--- src/rtl/afs_pkg.sv ---
package afs_pkg;

    // Source selection state of one data direction
    typedef enum logic [1:0] {
        ST_NORMAL   = 2'd0,
        ST_ALARM    = 2'd1,
        ST_TEST_PAT = 2'd2
    } path_state_e;

endpackage

--- src/rtl/afs_sync.sv ---
module afs_sync #(
    parameter int W      = 2,
    parameter int STAGES = 2
) (
    input  logic         clk,
    input  logic         rst_n,
    input  logic [W-1:0] d_async,
    output logic [W-1:0] q_sync
);

    logic [W-1:0] chain_q [STAGES];

    generate
        for (genvar s = 0; s < STAGES; s++) begin : g_stage
            if (s == 0) begin : g_first
                always_ff @(posedge clk or negedge rst_n) begin
                    if (!rst_n) chain_q[0] <= '0;
                    else        chain_q[0] <= d_async;
                end
            end else begin : g_next
                always_ff @(posedge clk or negedge rst_n) begin
                    if (!rst_n) chain_q[s] <= '0;
                    else        chain_q[s] <= chain_q[s-1];
                end
            end
        end
    endgenerate

    assign q_sync = chain_q[STAGES-1];

endmodule

--- src/rtl/afs_path.sv ---
module afs_path
    import afs_pkg::*;
#(
    parameter int DW = 2
) (
    input  logic          clk,
    input  logic          rst_n,
    input  logic          bit_tick,
    input  logic          los_line,
    input  logic          los_sys,
    input  logic          en_line,
    input  logic          en_sys,
    input  logic          force_fill,
    input  logic          pat_on,
    input  logic [DW-1:0] data_in,
    input  logic [DW-1:0] pat_in,
    output logic [DW-1:0] data_out,
    output logic          fill_on
);

    path_state_e state_q, state_nxt;
    logic        trigger;
    logic [DW-1:0] data_q;
    logic          fill_q;

    assign trigger = (los_line & en_line) | (los_sys & en_sys) | force_fill;

    // Next-state choice: pattern ranks above fill, fill above traffic
    always_comb begin
        state_nxt = state_q;
        if (bit_tick) begin
            if (pat_on)       state_nxt = ST_TEST_PAT;
            else if (trigger) state_nxt = ST_ALARM;
            else              state_nxt = ST_NORMAL;
        end
    end

    // State register
    always_ff @(posedge clk or negedge rst_n) begin
        if (!rst_n) state_q <= ST_NORMAL;
        else        state_q <= state_nxt;
    end

    // Output register, loaded only at a bit boundary
    always_ff @(posedge clk or negedge rst_n) begin
        if (!rst_n) begin
            data_q <= '0;
            fill_q <= 1'b0;
        end else if (bit_tick) begin
            unique case (state_nxt)
                ST_NORMAL:   begin data_q <= data_in; fill_q <= 1'b0; end
                ST_ALARM:    begin data_q <= '1;      fill_q <= 1'b1; end
                ST_TEST_PAT: begin data_q <= pat_in;  fill_q <= 1'b0; end
                default:     begin data_q <= data_in; fill_q <= 1'b0; end
            endcase
        end
    end

    assign data_out = data_q;
    assign fill_on  = fill_q;

    // in the fill state the data register carries all ones
    a_r5_fill_ones: assert property (@(posedge clk) disable iff (!rst_n)
        (state_q == ST_ALARM) |-> (data_q == '1));

    // pattern enable at a tick wins over every trigger
    a_r7_pattern_wins: assert property (@(posedge clk) disable iff (!rst_n)
        (bit_tick && pat_on) |=> (state_q == ST_TEST_PAT && !fill_q));

    // an active trigger without pattern lands in fill
    a_r4_trigger_fills: assert property (@(posedge clk) disable iff (!rst_n)
        (bit_tick && force_fill && !pat_on) |=> fill_q);

    // no output change between bit boundaries
    a_r8_hold_off_tick: assert property (@(posedge clk) disable iff (!rst_n)
        !bit_tick |=> ($stable(data_q) && $stable(fill_q)));

endmodule

--- src/rtl/alarm_fill_sel.sv ---
module alarm_fill_sel
    import afs_pkg::*;
#(
    parameter int DW          = 2,
    parameter int SYNC_STAGES = 2
) (
    input  logic          clk,
    input  logic          rst_n,
    input  logic          bit_tick,
    input  logic          los_line_async,
    input  logic          los_sys_async,
    input  logic          rx_en_line_los,
    input  logic          rx_en_sys_los,
    input  logic          tx_en_line_los,
    input  logic          tx_en_sys_los,
    input  logic          tx_force_ais,
    input  logic          rx_pat_on,
    input  logic          tx_pat_on,
    input  logic [DW-1:0] rx_data_in,
    input  logic [DW-1:0] tx_data_in,
    input  logic [DW-1:0] rx_pat_in,
    input  logic [DW-1:0] tx_pat_in,
    output logic [DW-1:0] rx_data_out,
    output logic [DW-1:0] tx_data_out,
    output logic          rx_clk_ref_sel,
    output logic          rx_ais_on,
    output logic          tx_ais_on
);

    localparam int LOS_W = 2;

    logic [LOS_W-1:0] los_sync;
    logic             rx_fill, tx_fill;

    afs_sync #(.W(LOS_W), .STAGES(SYNC_STAGES)) u_los_sync (
        .clk     (clk),
        .rst_n   (rst_n),
        .d_async ({los_sys_async, los_line_async}),
        .q_sync  (los_sync)
    );

    afs_path #(.DW(DW)) u_rx_path (
        .clk        (clk),
        .rst_n      (rst_n),
        .bit_tick   (bit_tick),
        .los_line   (los_sync[0]),
        .los_sys    (los_sync[1]),
        .en_line    (rx_en_line_los),
        .en_sys     (rx_en_sys_los),
        .force_fill (1'b0),
        .pat_on     (rx_pat_on),
        .data_in    (rx_data_in),
        .pat_in     (rx_pat_in),
        .data_out   (rx_data_out),
        .fill_on    (rx_fill)
    );

    afs_path #(.DW(DW)) u_tx_path (
        .clk        (clk),
        .rst_n      (rst_n),
        .bit_tick   (bit_tick),
        .los_line   (los_sync[0]),
        .los_sys    (los_sync[1]),
        .en_line    (tx_en_line_los),
        .en_sys     (tx_en_sys_los),
        .force_fill (tx_force_ais),
        .pat_on     (tx_pat_on),
        .data_in    (tx_data_in),
        .pat_in     (tx_pat_in),
        .data_out   (tx_data_out),
        .fill_on    (tx_fill)
    );

    assign rx_ais_on      = rx_fill;
    assign tx_ais_on      = tx_fill;
    assign rx_clk_ref_sel = rx_fill;

    // reference clock requested only while receive data is the fill
    a_r6_clk_sel_with_fill: assert property (@(posedge clk) disable iff (!rst_n)
        rx_clk_ref_sel |-> (rx_data_out == '1));

    // receive path ignores LOS when both receive enables are clear
    a_r2_rx_enables: assert property (@(posedge clk) disable iff (!rst_n)
        (bit_tick && !rx_en_line_los && !rx_en_sys_los) |=> !rx_ais_on);

endmodule

--- config.mk ---
export PLATFORM = sky130hd
export DESIGN_NAME = alarm_fill_sel
export DESIGN_NICKNAME = d
export VERILOG_FILES = /design/src/rtl/afs_pkg.sv /design/src/rtl/afs_sync.sv /design/src/rtl/afs_path.sv /design/src/rtl/alarm_fill_sel.sv
export SDC_FILE = /design/constraint.sdc
export NUM_CORES = 1
export LEC_CHECK = 0
export ABC_CLOCK_PERIOD_IN_PS = 4200
export BUFFER_PORTS_ARGS = -buffer_cell sky130_fd_sc_hd__buf_4
export CAP_MARGIN = 20
export CORE_MARGIN = 3
export CORE_UTILIZATION = 35
export CTS_CLUSTER_SIZE = 25
export DETAILED_ROUTE_END_ITERATION = 10
export SYNTH_ARGS = -nofsm -noshare
export SYNTH_HDL_FRONTEND = slang
export SYNTH_SLANG_ARGS = --single-unit
export TNS_END_PERCENT = 30
--- constraint.sdc ---
create_clock -name clk -period 4.2 [get_ports clk]
set_input_delay 0.21 -clock clk [delete_from_list [all_inputs] [get_ports clk]]
set_output_delay 0.21 -clock clk [all_outputs]
set_load 0.05 [all_outputs]
# After elaboration in Yosys (flattened, before gate mapping)
# Index checks and enable logic that the tools add are counted.
totals:
  regBits: 14
  inputBits: 20
  out_inout_bits: 7
  elab_cells: 29
classes:
  eq_ne: 4
  mux: 10
  n_bitwise: 7
ops:
  columns: ["op", "count"]
  rows:
  - ["2-bit two-way mux", 4]
  - ["2-bit one-hot mux with 2 select lines", 2]
  - ["1-bit AND", 4]
  - ["2-bit by 1-bit equality test with 1-bit output (second input constant)", 2]
  - ["2-bit equality test (second input constant)", 2]
  - ["1-bit two-way mux", 4]
  - ["1-bit bitwise OR", 3]

# Longest topological paths before layout
# Gate-level depths: netlist of the first run.
logic_depth:
  word_depth: 8
  depth_mapped: 6
  depth_no_buf: 5

# By module
# Synthesis of the first run repeated with hierarchy kept, for this count alone.
hier_totals:
  hier_cells: 60
  hier_area_um2: 691.9
by_module_without_submodules:
  columns: ["module", "n_inst", "cells_each", "area_each_um2", "seq_area_each_um2"]
  rows:
  - ["afs_path", 2, 26, 282.8, 125.1]
  - ["afs_sync", 1, 6, 115.1, 100.1]
  - ["alarm_fill_sel", 1, 2, 11.3, 0.0]

# Worst setup path after synthesis of the first run
# Ideal clock, no wire load.
synth_path:
  path_type: "in2reg"
  startpoint: "input bit_tick"
  endpoint: "register u_tx_path.data_q[0], in the netlist u_tx_path.data_out[0]"
  setup_ns: 0.128
  arrival_ns: 1.358
  required_time_ns: 4.072
  setup_slack_ns: 2.714
  path_stages: 6
  n_path_buf: 1
  path_cell_list: "buf_6 and2_4 a311o_1 ha_1 a211oi_1 o31ai_1"
synth_via:
  elab_chain_cells: 3
  word_cells_on_any_way: 4
  cone_classes: "eq/ne: 2; mux: 2"
synth_rtl:
  columns: ["element", "line", "text"]
  rows:
  - ["from (decl)", "alarm_fill_sel.sv:9", "input logic bit_tick,"]
  - ["2-bit two-way mux", "afs_path.sv:31", "if (bit_tick) begin"]
  - ["2-bit equality test or 2-bit by 1-bit equality test with 1-bit output (tied branches)", "afs_path.sv:50", "unique case (state_nxt)"]
  - ["2-bit one-hot mux with 2 select lines", "afs_path.sv:50", null]
  - ["to (signal assigned)", "afs_path.sv:51", "ST_NORMAL: begin data_q <= data_in; fill_q <= 1'b0; end"]
  - ["to (signal assigned)", "afs_path.sv:52", "ST_ALARM: begin data_q <= '1; fill_q <= 1'b1; end"]
  - ["to (signal assigned)", "afs_path.sv:53", "ST_TEST_PAT: begin data_q <= pat_in; fill_q <= 1'b0; end"]
  - ["to (decl)", "afs_path.sv:23", "logic [DW-1:0] data_q;"]
# Several ways; a longest one is shown, not always the timed one.
# A chain may end at the register's enable or synchronous reset.

# Worst setup path after layout of the first run
layout_path:
  startpoint: "register u_los_sync.chain_q, in the netlist u_los_sync.q_sync[1]"
  endpoint: "register u_tx_path.data_q[0], in the netlist u_tx_path.data_out[0]"
layout_via:
  elab_chain_cells: 8
  word_cells_on_any_way: 9
  cone_classes: "eq/ne: 2; mux: 4; bitwise: 3"
layout_rtl:
  columns: ["element", "line", "text"]
  rows:
  - ["from (decl)", "afs_sync.sv:11", "logic [W-1:0] chain_q [STAGES];"]
  - ["from (signal, indexed assignment)", "afs_sync.sv:23", "else chain_q[s] <= chain_q[s-1];"]
  - ["1-bit AND *", "afs_path.sv:26", "assign trigger = (los_line & en_line) | (los_sys & en_sys) | force_fill;"]
  - ["1-bit bitwise OR * (2 in a row)", "afs_path.sv:26", null]
  - ["1-bit two-way mux *", "afs_path.sv:33", "else if (trigger) state_nxt = ST_ALARM;"]
  - ["2-bit two-way mux *", "afs_path.sv:32", "if (pat_on) state_nxt = ST_TEST_PAT;"]
  - ["2-bit two-way mux *", "afs_path.sv:31", null]
  - ["2-bit equality test or 2-bit by 1-bit equality test with 1-bit output (tied branches)", "afs_path.sv:50", null]
  - ["2-bit one-hot mux with 2 select lines *", "afs_path.sv:50", null]
# Every way passes the cells marked *; elsewhere a longest branch is shown, timed or not.

==> metrics.json, run 1 <==
{
  "outcome": {"value": "finished clean"},
  "vdd_ir_drop_max": {"value": 193, "unit": "uV"},
  "nNetsFinal": {"value": 108},
  "htree_levels": {"value": 1},
  "postLayoutSetupSlackWorst": {"value": 2640, "unit": "ps"},
  "setup-tns-final": {"value": 0, "unit": "ps"},
  "critical_path.max_stage_delay": {"value": 370, "unit": "ps"},
  "insertedDiodeCount": {"value": 0},
  "syn_to_final_growth": {"value": 36.4, "unit": "%"},
  "tightestPinTransition": {"value": 385, "unit": "ps"},
  "fin_hold_ws": {"value": 38.1, "unit": "ps"},
  "cpMaxStageDelayCell": {"value": "sky130_fd_sc_hd__dfrtp_1"},
  "worstSkewPairLatency": {"value": 270, "unit": "ps"},
  "synth_top_area_share": {"value": 53.1, "unit": "%"},
  "cp_required": {"value": 4350, "unit": "ps"},
  "io_buffer_count": {"value": 26},
  "start_util": {"value": 37.8, "unit": "%"},
  "synth_top_family_by_area": {"value": "compound AO/OA/AOI/OAI gates"},
  "postCtsHoldBufs": {"value": 1},
  "timing.critical_path.from_type": {"value": "register"},
  "number_of_distinct_library_cell_variants_in_the_gate_level_netlist_after_synthesis": {"value": 22},
  "period_needed": {"value": 1560, "unit": "ps"},
  "cts-buffers-inserted": {"value": 3},
  "setup-violations-final": {"value": 0},
  "dieHeight": {"value": 49.4, "unit": "microns"},
  "die-area": {"value": 2440, "unit": "sq um"},
  "overall_die_width": {"value": 49.4, "unit": "microns"},
  "cp_top_family": {"value": "compound AO/OA/AOI/OAI gates"},
  "clk_transition_reported_paths": {"value": 80, "unit": "ps"},
  "crit_path_end_kind": {"value": "register"},
  "post-dp-hpwl": {"value": 1020, "unit": "microns"},
  "total_power": {"value": 0.346, "unit": "mW"},
  "cp.buffers_inverters": {"value": 0},
  "timing.critical_path.cells": {"value": "nand2_1, a311o_1, ha_1, a211oi_1, o31ai_1"},
  "post_synth_main_area_contributors": {"value": "sky130_fd_sc_hd__dfrtp_1, sky130_fd_sc_hd__ha_1, sky130_fd_sc_hd__nor2b_1"},
  "pin_count": {"value": 27},
  "complex_gate_fraction_of_the_synthesized_area": {"value": 17.6, "unit": "%"},
  "ys_ff_latch": {"value": 14},
  "avgViaCountPerCell": {"value": 4.75},
  "synth-warning-count": {"value": 0},
  "drt_wl_total": {"value": 1320, "unit": "microns"},
  "critical_path_class": {"value": "register to register"},
  "detailedPlace.worstSlack": {"value": 2530, "unit": "ps"},
  "synth_area_per_cell": {"value": 12.2, "unit": "sq um"},
  "drt_drc_violations_left": {"value": 0},
  "count_of_tritonroute_iterations_in_the_first_routing_pass": {"value": 3},
  "timing.fmax": {"value": 642, "unit": "MHz"},
  "cts_post_setup_buffers_inserted": {"value": 0},
  "power.density_cell_area": {"value": 384, "unit": "nW/um^2"},
  "mappedNetlistArea": {"value": 659, "unit": "sq um"},
  "final.period_utilization": {"value": 37.1, "unit": "%"},
  "grt_antenna_before_repair": {"value": 0},
  "vias_after_detailed_routing": {"value": 508},
  "place.gp.congestion": {"value": 0.715},
  "postSynthCellCount": {"value": 54},
  "p_leak": {"value": 0.439, "unit": "nW"},
  "synth_top_area_cell": {"value": "sky130_fd_sc_hd__dfrtp_1"},
  "number_of_maximum_capacitance_violations": {"value": 0},
  "cp_max_fo": {"value": 4},
  "drtAntennaViolNets": {"value": 0},
  "synth.mux.area_fraction": {"value": 4.93, "unit": "%"},
  "critical_path_arrival": {"value": 1710, "unit": "ps"},
  "grt_pass1_vias": {"value": 535},
  "global_route.overflow_total": {"value": 0},
  "hold_path.class": {"value": "input pin to register"},
  "route.detailed.wl_per_inst": {"value": 12.3, "unit": "microns"},
  "final_hold_violation_count": {"value": 0},
  "grt_first_pass_wirelength": {"value": 2330, "unit": "microns"},
  "synth_fa_ha_area_share": {"value": 7.59, "unit": "%"},
  "timing.final.max_slew_violations": {"value": 0},
  "cts_tree": {"value": "yes"},
  "synth_simple_gate_area_share": {"value": 12.7, "unit": "%"},
  "final_layout_size_suffix_gt1_share": {"value": 39.0, "unit": "%"},
  "clock_sinks": {"value": 14},
  "clk_path_buf_depth": {"value": 2},
  "syn_nets": {"value": 78},
  "clockRootBuffer": {"value": "sky130_fd_sc_hd__clkbuf_4"},
  "post_cts.resized_instances": {"value": 0},
  "detailedRoute.firstIterationViolations": {"value": 5},
  "grt_setup_unrepaired": {"value": "false"},
  "synth_sequential_area_ratio": {"value": 53.1, "unit": "%"},
  "post_synth_xor_area_fraction": {"value": 0, "unit": "%"},
  "clock_skew": {"value": 2.78, "unit": "ps"},
  "placementRows": {"value": 15},
  "grt_max_degree": {"value": 15},
  "slew_headroom": {"value": 74.2, "unit": "%"},
  "placeableCoreArea": {"value": 1750, "unit": "sq um"},
  "fillerInstances": {"value": 172},
  "globalRouteTotalUtil": {"value": 12.6, "unit": "%"}
}
==> cell families (layout without fill, tap and decap cells) <==
family | Yosys count | in the layout
AO/OA/AOI/OAI | 15 | 15
AND/OR/NAND/NOR | 14 | 14
multiplexers | 3 | 3
flip-flops | 14 | 14
adder cells (fa/ha/maj) | 4 | 4
buffers and inverters | 4 | 32
==> per-stage QoR <==
| stage | cells | util (%) | cell area, sq um |
|---|---|---|---|
| global placement | 103 | 49.7 | 867 |
| detailed placement | 103 | 49.7 | 867 |
| global route | 107 | 51.5 | 900 |
| CTS | 107 | 51.5 | 900 |
| floorplan | 54 | - | 659 |
| finish | 107 | 51.5 | 900 |
==> synthesized netlist by cell type <==
library cell and n:
sky130_fd_sc_hd__and2_4 1, sky130_fd_sc_hd__a211oi_1 4, sky130_fd_sc_hd__mux2i_1 1, sky130_fd_sc_hd__or2b_1 1
sky130_fd_sc_hd__a21o_1 1, sky130_fd_sc_hd__a21oi_1 1, sky130_fd_sc_hd__inv_1 2, sky130_fd_sc_hd__a311oi_1 1
sky130_fd_sc_hd__o2bb2ai_1 1, sky130_fd_sc_hd__dfrtp_1 14, sky130_fd_sc_hd__a311o_1 1, sky130_fd_sc_hd__ha_1 4
sky130_fd_sc_hd__buf_6 1, sky130_fd_sc_hd__nand2_1 2, sky130_fd_sc_hd__nor2_1 1, sky130_fd_sc_hd__o31ai_1 4
sky130_fd_sc_hd__nor2b_1 5, sky130_fd_sc_hd__buf_4 1, sky130_fd_sc_hd__nand2b_1 4, sky130_fd_sc_hd__mux2_2 2
sky130_fd_sc_hd__a22oi_1 1, sky130_fd_sc_hd__a2bb2oi_1 1
==> metal layers <==
metal	part of all wire, %	up-vias	routed length [microns]	track usage (%)
li1	-	252	-	-
met1	45	236	598	17.3
met2	45	18	597	17.4
met3	8.2	2	108	3.98
met4	0.99	0	13	6.91
met5	0	-	0	0
==> placed cells by master (no fill, tap or decap), drive strengths merged <==
master,instances
a211oi,4
a21o,1
a21oi,1
a22oi,1
a2bb2oi,1
a311o,1
a311oi,1
and2,1
buf,26
clkbuf,3
dfrtp,14
dlygate4sd3,1
ha,4
inv,2
mux2,2
mux2i,1
nand2,2
nand2b,4
nor2,1
nor2b,5
o2bb2ai,1
o31ai,4
or2b,1
==> sequential cells by signal (all words and copies together), names as in the netlist <==
signal              count
u_los_sync.chain_q      2
u_los_sync.q_sync       2
u_rx_path.data_out      2
u_rx_path.state_q       2
u_tx_path.data_out      2
u_tx_path.state_q       2
u_rx_path.fill_on       1
u_tx_path.fill_on       1
==> layout make-up <==
type / instances / area, sq um / share of cell area [%]
Multi-Input combinational cell: 36 / 283 / 31.4
Inverter: 2 / 7.51 / 0.834
Timing Repair Buffer: 27 / 205 / 22.8
Clock buffer: 3 / 22.5 / 2.50
Tap cell: 25 / 31.3 / 3.48
Sequential cell: 14 / 350 / 38.9
==> power breakdown <==
part	leakage, nW	switching, mW	total, mW	internal, mW
Clock	0.0138	0.0404	0.0736	0.0332
Combinational	0.255	0.0683	0.115	0.0469
Sequential	0.170	0.00703	0.157	0.150
Total	0.439	0.116	0.346	0.230
==> final timing paths <==
path	end	cells past startpoint	startpoint	slack (ps)
worst min-delay path	u_los_sync.chain_q[3]$_DFF_PN0_	1	los_sys_async	40
max in group asynchronous	u_tx_path.fill_on$_DFFE_PN0P_	2	rst_n	3710
min in group asynchronous	u_rx_path.data_out[1]$_DFFE_PN0P_	2	rst_n	320
worst min register to register	u_los_sync.q_sync[1]$_DFF_PN0_	0	u_los_sync.chain_q[3]$_DFF_PN0_	350
worst max register to register	u_tx_path.data_out[0]$_DFFE_PN0P_	5	u_los_sync.q_sync[1]$_DFF_PN0_	2640
worst max-delay path	u_tx_path.data_out[0]$_DFFE_PN0P_	5	u_los_sync.q_sync[1]$_DFF_PN0_	2640
==> worst register-to-register path: stages (launching register included) <==
cell and delay [ps]:
sky130_fd_sc_hd__dfrtp_1 370, sky130_fd_sc_hd__nand2_1 70, sky130_fd_sc_hd__a311o_1 320, sky130_fd_sc_hd__ha_1 340
sky130_fd_sc_hd__a211oi_1 240, sky130_fd_sc_hd__o31ai_1 100
Note: power is estimated with default switching activity, not from simulation.
==> run 2, diff against run 1 <==
Settings changed: ABC_CLOCK_PERIOD_IN_PS 4200 to 1300.
Clock period 4.2 ns to 1.3 ns, I/O delays scaled along.
==> run 2 against run 1 <==
The run now ends with negative setup slack left; sequential cell count unchanged; setup slack got worse by 2900 ps; first-iteration DRC count decreased by 40%.
==> metrics.json, run 2 (synthesis gave the netlist of run 1 again) <==
{
  "grt_max_degree": {"value": 15, "change": "unchanged"},
  "critical_path_class": {"value": "register to register"},
  "gr-usage-met1": {"value": 15.5, "unit": "%", "change": "-1.8 points"},
  "route.detailed.wl_per_inst": {"value": 13.4, "unit": "microns", "change": "+8.7%"},
  "highest_count_cells_in_the_layout_ignoring_fill_and_taps": {"value": "sky130_fd_sc_hd__buf_4, sky130_fd_sc_hd__dfrtp_1, sky130_fd_sc_hd__nand2b_1"},
  "insertedDiodeCount": {"value": 0, "change": "unchanged"},
  "htree_levels": {"value": 1, "change": "unchanged"},
  "final_core_area_utilization": {"value": 63.4, "unit": "%", "change": "+12 points"},
  "drt_wl_total": {"value": 1590, "unit": "microns", "change": "+21%"},
  "critical_path_arrival": {"value": 1700, "unit": "ps", "change": "about the same"},
  "outcome": {"value": "finished, violations left"},
  "clock_skew": {"value": 6.84, "unit": "ps", "change": "+4.05 ps"},
  "count_of_tritonroute_iterations_in_the_first_routing_pass": {"value": 2, "change": "-1"},
  "holdPathEnd": {"value": "u_rx_path.data_out[0]$_DFFE_PN0P_"},
  "violations": {"value": "negative setup slack"},
  "grt_first_pass_wirelength": {"value": 2480, "unit": "microns", "change": "+6.8%"},
  "number_of_maximum_capacitance_violations": {"value": 0, "change": "unchanged"},
  "vdd_ir_drop_max": {"value": 736, "unit": "uV", "change": "+280%"},
  "io_buffer_count": {"value": 26, "change": "unchanged"},
  "crit_path_end_kind": {"value": "register"},
  "cp_top_family": {"value": "compound AO/OA/AOI/OAI gates"},
  "globalRouteTotalUtil": {"value": 13.1, "unit": "%", "change": "+0.51 points"},
  "hold_path_startpoint": {"value": "rx_data_in[0]"},
  "min_path_cells": {"value": 3, "change": "+2"},
  "final.period_utilization": {"value": 118, "unit": "%", "change": "+81 points"},
  "placeableCoreArea": {"value": 1750, "unit": "sq um", "change": "unchanged"},
  "clk_path_buf_depth": {"value": 2, "change": "unchanged"},
  "placed_area": {"value": 955, "unit": "sq um", "change": "+10%"},
  "power.density_cell_area": {"value": 1190, "unit": "nW/um^2", "change": "+210%"},
  "clockRootBuffer": {"value": "sky130_fd_sc_hd__clkbuf_4"},
  "tightestPinTransition": {"value": 277, "unit": "ps", "change": "-108 ps"},
  "global_route.overflow_total": {"value": 0, "change": "unchanged"},
  "cp.buffers_inverters": {"value": 0, "change": "unchanged"},
  "total_power": {"value": 1.32, "unit": "mW", "change": "+280%"},
  "fillerInstances": {"value": 148, "change": "-14%"},
  "worstSkewPairLatency": {"value": 290, "unit": "ps", "change": "+20 ps"},
  "placementRows": {"value": 15, "change": "unchanged"},
  "timing.final.max_slew_violations": {"value": 0, "change": "unchanged"},
  "power.share.clock": {"value": 24.3, "unit": "%", "change": "+3.0 points"},
  "worst_reg_to_reg_setup_slack": {"value": -230, "unit": "ps", "change": "-2880 ps"},
  "hold_path.class": {"value": "input pin to register"},
  "place.gp.congestion": {"value": 0.757, "change": "+5.9%"},
  "vias_after_detailed_routing": {"value": 564, "change": "+11%"},
  "nNetsFinal": {"value": 119, "change": "+10%"},
  "placedCellCount": {"value": 111, "change": "+7.8%"},
  "pin_count": {"value": 27, "change": "unchanged"},
  "internal_power": {"value": 0.880, "unit": "mW", "change": "+280%"},
  "clock_sinks": {"value": 14, "change": "unchanged"},
  "layout.cells.non_filler": {"value": 119, "change": "+11%"},
  "setup-violations-final": {"value": 6, "change": "+6"},
  "cpMaxStageDelayCell": {"value": "sky130_fd_sc_hd__dfrtp_1"},
  "post_layout_instance_area": {"value": 1110, "unit": "sq um", "change": "+23%"},
  "period_needed": {"value": 1530, "unit": "ps", "change": "-24.1 ps"},
  "power.combinational.fraction": {"value": 36.9, "unit": "%", "change": "+3.6 points"},
  "grt_setup_unrepaired": {"value": "true"},
  "drtAntennaViolNets": {"value": 0, "change": "unchanged"},
  "detailedRoute.firstIterationViolations": {"value": 3, "change": "-2"},
  "timing.critical_path.cells": {"value": "nand2_2, a311o_1, ha_4, a211oi_1, o31ai_2"},
  "critical_path.max_stage_delay": {"value": 380, "unit": "ps", "change": "about the same"},
  "final_layout_size_suffix_gt1_share": {"value": 62.8, "unit": "%", "change": "+24 points"},
  "cts_tree": {"value": "yes"},
  "grt_pass1_vias": {"value": 576, "change": "+7.7%"},
  "timing.fmax": {"value": 653, "unit": "MHz", "change": "+1.6%"},
  "globalRouteMet3Util": {"value": 4.28, "unit": "%", "change": "+0.31 points"},
  "avgViaCountPerCell": {"value": 4.74, "change": "-0.17%"},
  "post-dp-hpwl": {"value": 1090, "unit": "microns", "change": "+7.1%"},
  "p_leak": {"value": 0.517, "unit": "nW", "change": "+18%"},
  "cts-buffers-inserted": {"value": 3, "change": "unchanged"},
  "syn_to_final_growth": {"value": 67.9, "unit": "%"},
  "dieHeight": {"value": 49.4, "unit": "microns", "change": "unchanged"},
  "postLayoutSetupSlackWorst": {"value": -232, "unit": "ps", "change": "-2880 ps"},
  "worst-r2r-cell-count": {"value": 5, "change": "unchanged"},
  "switching_fraction_of_total_power": {"value": 33.1, "unit": "%", "change": "-0.33 points"},
  "clk_transition_reported_paths": {"value": 90, "unit": "ps", "change": "about the same"},
  "die-area": {"value": 2440, "unit": "sq um", "change": "unchanged"},
  "fin_hold_ws": {"value": 89.0, "unit": "ps", "change": "+50.9 ps"},
  "cp_max_fo": {"value": 4, "change": "unchanged"},
  "timing.critical_path.from_type": {"value": "register"},
  "mostFrequentLayoutCell": {"value": "sky130_fd_sc_hd__buf_4"},
  "p_seq_share": {"value": 38.8, "unit": "%", "change": "-6.6 points"},
  "grt_antenna_before_repair": {"value": 0, "change": "unchanged"},
  "crit-reg2reg-launch": {"value": "u_los_sync.q_sync[0]$_DFF_PN0_"},
  "drt_drc_violations_left": {"value": 0, "change": "unchanged"},
  "gr-usage-met2": {"value": 22.3, "unit": "%", "change": "+4.9 points"},
  "overall_die_width": {"value": 49.4, "unit": "microns", "change": "unchanged"},
  "cp_required": {"value": 1470, "unit": "ps", "change": "-2880 ps"},
  "slew_headroom": {"value": 81.4, "unit": "%", "change": "+7.3 points"},
  "gr-max-usage-layer": {"value": "met2"},
  "p_sw": {"value": 0.436, "unit": "mW", "change": "+280%"},
  "start_util": {"value": 37.8, "unit": "%", "change": "unchanged"},
  "final_hold_violation_count": {"value": 0, "change": "unchanged"},
  "r2r-end": {"value": "u_tx_path.data_out[1]$_DFFE_PN0P_"}
}
run 2: cell types whose count changed in the layout (fill, tap and decap cells not counted), moves of 3 or more:
| cell | before | now |
|---|---|---|
| sky130_fd_sc_hd__buf_4 | 26 | 35 |
| sky130_fd_sc_hd__ha_1 | 4 | 0 |
| sky130_fd_sc_hd__a211oi_1 | 4 | 1 |
| sky130_fd_sc_hd__a211oi_2 | 0 | 3 |
run 2: through the flow:
stage          setup WS (ps)  TNS, ps
6_report                -232     -952
5_1_grt                 -301    -1390
4_1_cts                 -166     -642
3_5_place_dp            -145     -599
3_3_place_gp            -153     -598
2_1_floorplan          -65.1     -232
run 2: final cells by class:
cell class              count  area [sq um]  share of cell area [%]
repair buffers             38           293                    26.4
flip-flops and latches     14           350                    31.6
clock buffers               4          36.3                    3.28
well taps                  25          31.3                    2.82
multi-input cells          36           389                    35.1
inverters                   2          7.51                   0.678
run 2: what timing repair did:
action | CTS | global route
hold endpoints to repair | 16 | 0
gates resized for setup | 2 | 14
pin swaps | 2 | 8
endpoints found under the setup margin | 6 | 6
setup buffers | 0 | 1
hold buffers | 3 | 0
run 2: layer usage:
layer  wire length, microns  part of all wire (%)  vias to the layer above
met2                    782                    49                       23
met5                      0                     0                        -
met3                    130                   8.2                        2
met4                     15                  0.94                        0
met1                    664                    42                      264
li1                       -                     -                      275
run 2: how the worst max path moves through the flow:
stage	from	end	slack, ps	cells past startpoint
CTS	u_los_sync.q_sync[0]$_DFF_PN0_	u_rx_path.data_out[1]$_DFFE_PN0P_	-170	5
detailed placement	u_los_sync.q_sync[0]$_DFF_PN0_	u_rx_path.data_out[1]$_DFFE_PN0P_	-140	5
floorplan	u_los_sync.q_sync[0]$_DFF_PN0_	u_rx_path.data_out[1]$_DFFE_PN0P_	-70	5
finish	u_los_sync.q_sync[0]$_DFF_PN0_	u_tx_path.data_out[1]$_DFFE_PN0P_	-230	5
global route	u_los_sync.q_sync[0]$_DFF_PN0_	u_tx_path.data_out[1]$_DFFE_PN0P_	-300	5
global placement	u_los_sync.q_sync[0]$_DFF_PN0_	u_rx_path.data_out[0]$_DFFE_PN0P_	-150	5
run 2: power groups by stage:
stage	clock, mW	combinational [mW]	sequential (mW)
floorplan	0	0.151	0.630
global route	0.347	0.522	0.519
CTS	0.329	0.429	0.508
global placement	0	0.417	0.517
finish	0.320	0.486	0.510
detailed placement	0	0.419	0.517
run 2: worst min-delay path, stage by stage:
cell	delay, ps
sky130_fd_sc_hd__buf_4	110
sky130_fd_sc_hd__nor2b_1	100
sky130_fd_sc_hd__o31ai_1	70
==> run 3, diff against run 2 <==
Settings changed: SYNTH_HIERARCHICAL set to 1.
==> run 3 against run 2 <==
The flow still finishes with violations (negative setup slack); critical path depth did not move; power fell by 4.4%; sequential cell count did not move; wire length fell by 3.9%; first-iteration DRC count rose by 100%; largest cell class unchanged; highest routed layer unchanged.
==> metrics.json, run 3 <==
{
  "clk_path_buf_depth": {"value": 2, "change": "unchanged"},
  "cts_tree": {"value": "yes"},
  "timing.final.max_slew_violations": {"value": 0, "change": "unchanged"},
  "start_util": {"value": 38.4, "unit": "%", "change": "+0.63 points"},
  "crit_path_end_kind": {"value": "register"},
  "synthFlopType": {"value": "sky130_fd_sc_hd__dfrtp_1"},
  "number_of_maximum_capacitance_violations": {"value": 0, "change": "unchanged"},
  "power.combinational.fraction": {"value": 40.1, "unit": "%", "change": "+3.2 points"},
  "mappedNetlistArea": {"value": 692, "unit": "sq um", "change": "+4.9%"},
  "htree_levels": {"value": 1, "change": "unchanged"},
  "insertedDiodeCount": {"value": 0, "change": "unchanged"},
  "grt_max_degree": {"value": 15, "change": "unchanged"},
  "detailedRoute.firstIterationViolations": {"value": 6, "change": "+3"},
  "switching_fraction_of_total_power": {"value": 35.0, "unit": "%", "change": "+1.9 points"},
  "final_layout_size_suffix_gt1_share": {"value": 56.4, "unit": "%", "change": "-6.4 points"},
  "postSynthCellCount": {"value": 60, "change": "+11%"},
  "critical_path_class": {"value": "register to register"},
  "count_of_tritonroute_iterations_in_the_first_routing_pass": {"value": 2, "change": "unchanged"},
  "final_hold_violation_count": {"value": 0, "change": "unchanged"},
  "post-dp-hpwl": {"value": 1140, "unit": "microns", "change": "+4.3%"},
  "clockRootBuffer": {"value": "sky130_fd_sc_hd__clkbuf_4"},
  "timing.critical_path.from_type": {"value": "register"},
  "synth_top_area_share": {"value": 50.6, "unit": "%", "change": "-2.5 points"},
  "worstSkewPairLatency": {"value": 270, "unit": "ps", "change": "-20 ps"},
  "avgViaCountPerCell": {"value": 4.84, "change": "+2.1%"},
  "p_sw": {"value": 0.441, "unit": "mW", "change": "+1.1%"},
  "placed_area": {"value": 961, "unit": "sq um", "change": "+0.66%"},
  "post_layout_instance_area": {"value": 1060, "unit": "sq um", "change": "-3.8%"},
  "overall_die_width": {"value": 50.5, "unit": "microns", "change": "+2.1%"},
  "drtAntennaViolNets": {"value": 0, "change": "unchanged"},
  "p_seq_share": {"value": 40.7, "unit": "%", "change": "+1.9 points"},
  "internal_power": {"value": 0.818, "unit": "mW", "change": "-7.1%"},
  "hold_path.class": {"value": "input pin to register"},
  "min_path_cells": {"value": 3, "change": "unchanged"},
  "synth_top_area_cell": {"value": "sky130_fd_sc_hd__dfrtp_1"},
  "synth-warning-count": {"value": 6, "change": "+6"},
  "highest_count_cells_in_the_layout_ignoring_fill_and_taps": {"value": "sky130_fd_sc_hd__buf_4, sky130_fd_sc_hd__dfrtp_1, sky130_fd_sc_hd__nor2b_4, sky130_fd_sc_hd__nand2b_1"},
  "post_synth_main_area_contributors": {"value": "sky130_fd_sc_hd__dfrtp_1, sky130_fd_sc_hd__ha_1, sky130_fd_sc_hd__a211oi_1"},
  "ys_async_sr_fraction": {"value": 100, "unit": "%", "change": "unchanged"},
  "grt_antenna_before_repair": {"value": 0, "change": "unchanged"},
  "mostFrequentLayoutCell": {"value": "sky130_fd_sc_hd__buf_4"},
  "nNetsFinal": {"value": 120, "change": "+0.84%"},
  "fillerInstances": {"value": 170, "change": "+15%"},
  "violations": {"value": "negative setup slack"},
  "io_buffer_count": {"value": 26, "change": "unchanged"},
  "drt_drc_violations_left": {"value": 0, "change": "unchanged"},
  "syn_to_final_growth": {"value": 53.9, "unit": "%"},
  "hold_path_startpoint": {"value": "rx_data_in[0]"},
  "final.period_utilization": {"value": 114, "unit": "%", "change": "-4.3 points"},
  "pin_count": {"value": 27, "change": "unchanged"},
  "die-area": {"value": 2550, "unit": "sq um", "change": "+4.3%"},
  "cts-buffers-inserted": {"value": 3, "change": "unchanged"},
  "cp_max_fo": {"value": 4, "change": "unchanged"},
  "placementRows": {"value": 15, "change": "unchanged"},
  "power.density_cell_area": {"value": 1180, "unit": "nW/um^2", "change": "-0.56%"},
  "synth-edff-count": {"value": 0, "change": "unchanged"},
  "multiInputGateArea": {"value": 390, "unit": "sq um", "change": "+0.32%"},
  "dieHeight": {"value": 50.5, "unit": "microns", "change": "+2.1%"},
  "p_leak": {"value": 0.500, "unit": "nW", "change": "-3.3%"},
  "crit-reg2reg-launch": {"value": "u_los_sync/q_sync[0]$_DFF_PN0_"},
  "critical_path_arrival": {"value": 1640, "unit": "ps", "change": "-60 ps"},
  "grt_first_pass_wirelength": {"value": 2450, "unit": "microns", "change": "-1.4%"},
  "outcome": {"value": "finished, violations left"},
  "period_needed": {"value": 1480, "unit": "ps", "change": "-56.1 ps"},
  "clock_skew": {"value": 0.670, "unit": "ps", "change": "-6.17 ps"},
  "synth_area_per_cell": {"value": 11.5, "unit": "sq um", "change": "-5.6%"},
  "place.gp.congestion": {"value": 0.744, "change": "-1.7%"},
  "route.detailed.wl_per_inst": {"value": 12.9, "unit": "microns", "change": "-3.9%"},
  "cp_required": {"value": 1460, "unit": "ps", "change": "about the same"},
  "crit_start": {"value": "u_los_sync/q_sync[0]$_DFF_PN0_"},
  "ys_ff_latch": {"value": 14, "change": "unchanged"},
  "drt_wl_total": {"value": 1530, "unit": "microns", "change": "-3.9%"},
  "setup-tns-final": {"value": -728, "unit": "ps", "change": "+224 ps"},
  "clk_transition_reported_paths": {"value": 80, "unit": "ps", "change": "about the same"},
  "clock_sinks": {"value": 14, "change": "unchanged"},
  "global_route.overflow_total": {"value": 0, "change": "unchanged"},
  "power.share.clock": {"value": 19.2, "unit": "%", "change": "-5.1 points"},
  "grt_pass1_vias": {"value": 585, "change": "+1.6%"},
  "worst-r2r-cell-count": {"value": 5, "change": "unchanged"},
  "ff_latch_area": {"value": 350, "unit": "sq um", "change": "unchanged"},
  "postLayoutSetupSlackWorst": {"value": -176, "unit": "ps", "change": "+56.1 ps"},
  "syn_nets": {"value": 84, "change": "+7.7%"},
  "vdd_ir_drop_max": {"value": 760, "unit": "uV", "change": "+3.2%"},
  "timing.fmax": {"value": 677, "unit": "MHz", "change": "+3.8%"},
  "setup-violations-final": {"value": 5, "change": "-1"},
  "globalRouteTotalUtil": {"value": 13.4, "unit": "%", "change": "+0.24 points"},
  "synth_most_common_cell": {"value": "sky130_fd_sc_hd__dfrtp_1"},
  "vias_after_detailed_routing": {"value": 576, "change": "+2.1%"},
  "number_of_distinct_library_cell_variants_in_the_gate_level_netlist_after_synthesis": {"value": 18, "change": "-18%"},
  "placeableCoreArea": {"value": 1800, "unit": "sq um", "change": "+3.2%"},
  "grt_setup_unrepaired": {"value": "true"},
  "synth_sequential_area_ratio": {"value": 50.6, "unit": "%", "change": "-2.5 points"}
}
## run 3: logic make-up (layout without fill, tap and decap cells)
family                     after synthesis  after routing  share of synthesized area [%]
and+or+nand+nor                         18             18                           16.3
AOI/OAI and AO/OA                       16             16                           17.7
DFF                                     14             14                           50.6
buffers and inverters                    5             39                           4.34
adders and majority gates                4              4                           7.23
muxes                                    2              2                           3.25
other                                    1              1                          0.542
## run 3: layer usage
metal / GRT usage (%) / wire (microns) / vias to the layer above
met4: 8.52 / 21 / 0
met3: 3.86 / 88 / 2
met1: 16.5 / 691 / 272
met2: 20.2 / 727 / 20
li1: - / - / 282
met5: 0 / 0 / -
## run 3: area by class of cell
cell class,instances,share of cell area [%]
well taps,25,2.94
repair buffers,34,24.7
flip-flops and latches,14,32.9
inverters,2,0.705
multi-input cells,41,36.7
clock buffers,3,2.12
## run 3: stage by stage
step	utilization, %	setup WS (ps)	hold slack (ps)	power [mW]	instances
2_1_floorplan	-	-102	-231	0.825	60
3_3_place_gp	53.3	-125	-75.0	0.976	112
3_5_place_dp	53.3	-143	-76.9	0.980	112
4_1_cts	57.0	-145	92.5	1.24	118
5_1_grt	59.1	-258	84.4	1.34	119
6_report	59.1	-176	101	1.26	119
## run 3: timing repair
action / CTS / global route
resized for setup: 3 / 7
setup buffers: 0 / 1
setup endpoints to repair: 5 / 6
hold endpoints to repair: 16 / 0
hold buffers: 3 / 0
pin swaps: 1 / 7
## run 3: power groups by stage
stage | logic (mW) | clock network, mW | registers [mW]
after floorplan | 0.182 | 0 | 0.643
after global placement | 0.455 | 0 | 0.521
after detailed placement | 0.457 | 0 | 0.522
after CTS | 0.475 | 0.254 | 0.514
after global routing | 0.538 | 0.284 | 0.519
final | 0.504 | 0.242 | 0.513
## run 3: worst paths after layout
check | slack (ps) | to
max reg2reg | -180 | u_tx_path/data_out[1]$_DFFE_PN0P_
max in group asynchronous | 970 | u_rx_path/data_out[0]$_DFFE_PN0P_
min in group asynchronous | 160 | u_rx_path/fill_on$_DFFE_PN0P_
max | -180 | u_tx_path/data_out[1]$_DFFE_PN0P_
min | 100 | u_rx_path/data_out[0]$_DFFE_PN0P_
min reg2reg | 360 | u_los_sync/q_sync[0]$_DFF_PN0_
## run 3: critical path, stage by stage, from the launching register on
cell and delay [ps]:
sky130_fd_sc_hd__dfrtp_1 370, sky130_fd_sc_hd__nand2_2 60, sky130_fd_sc_hd__a311o_1 350, sky130_fd_sc_hd__ha_4 270
sky130_fd_sc_hd__a211oi_1 230, sky130_fd_sc_hd__o31ai_2 90
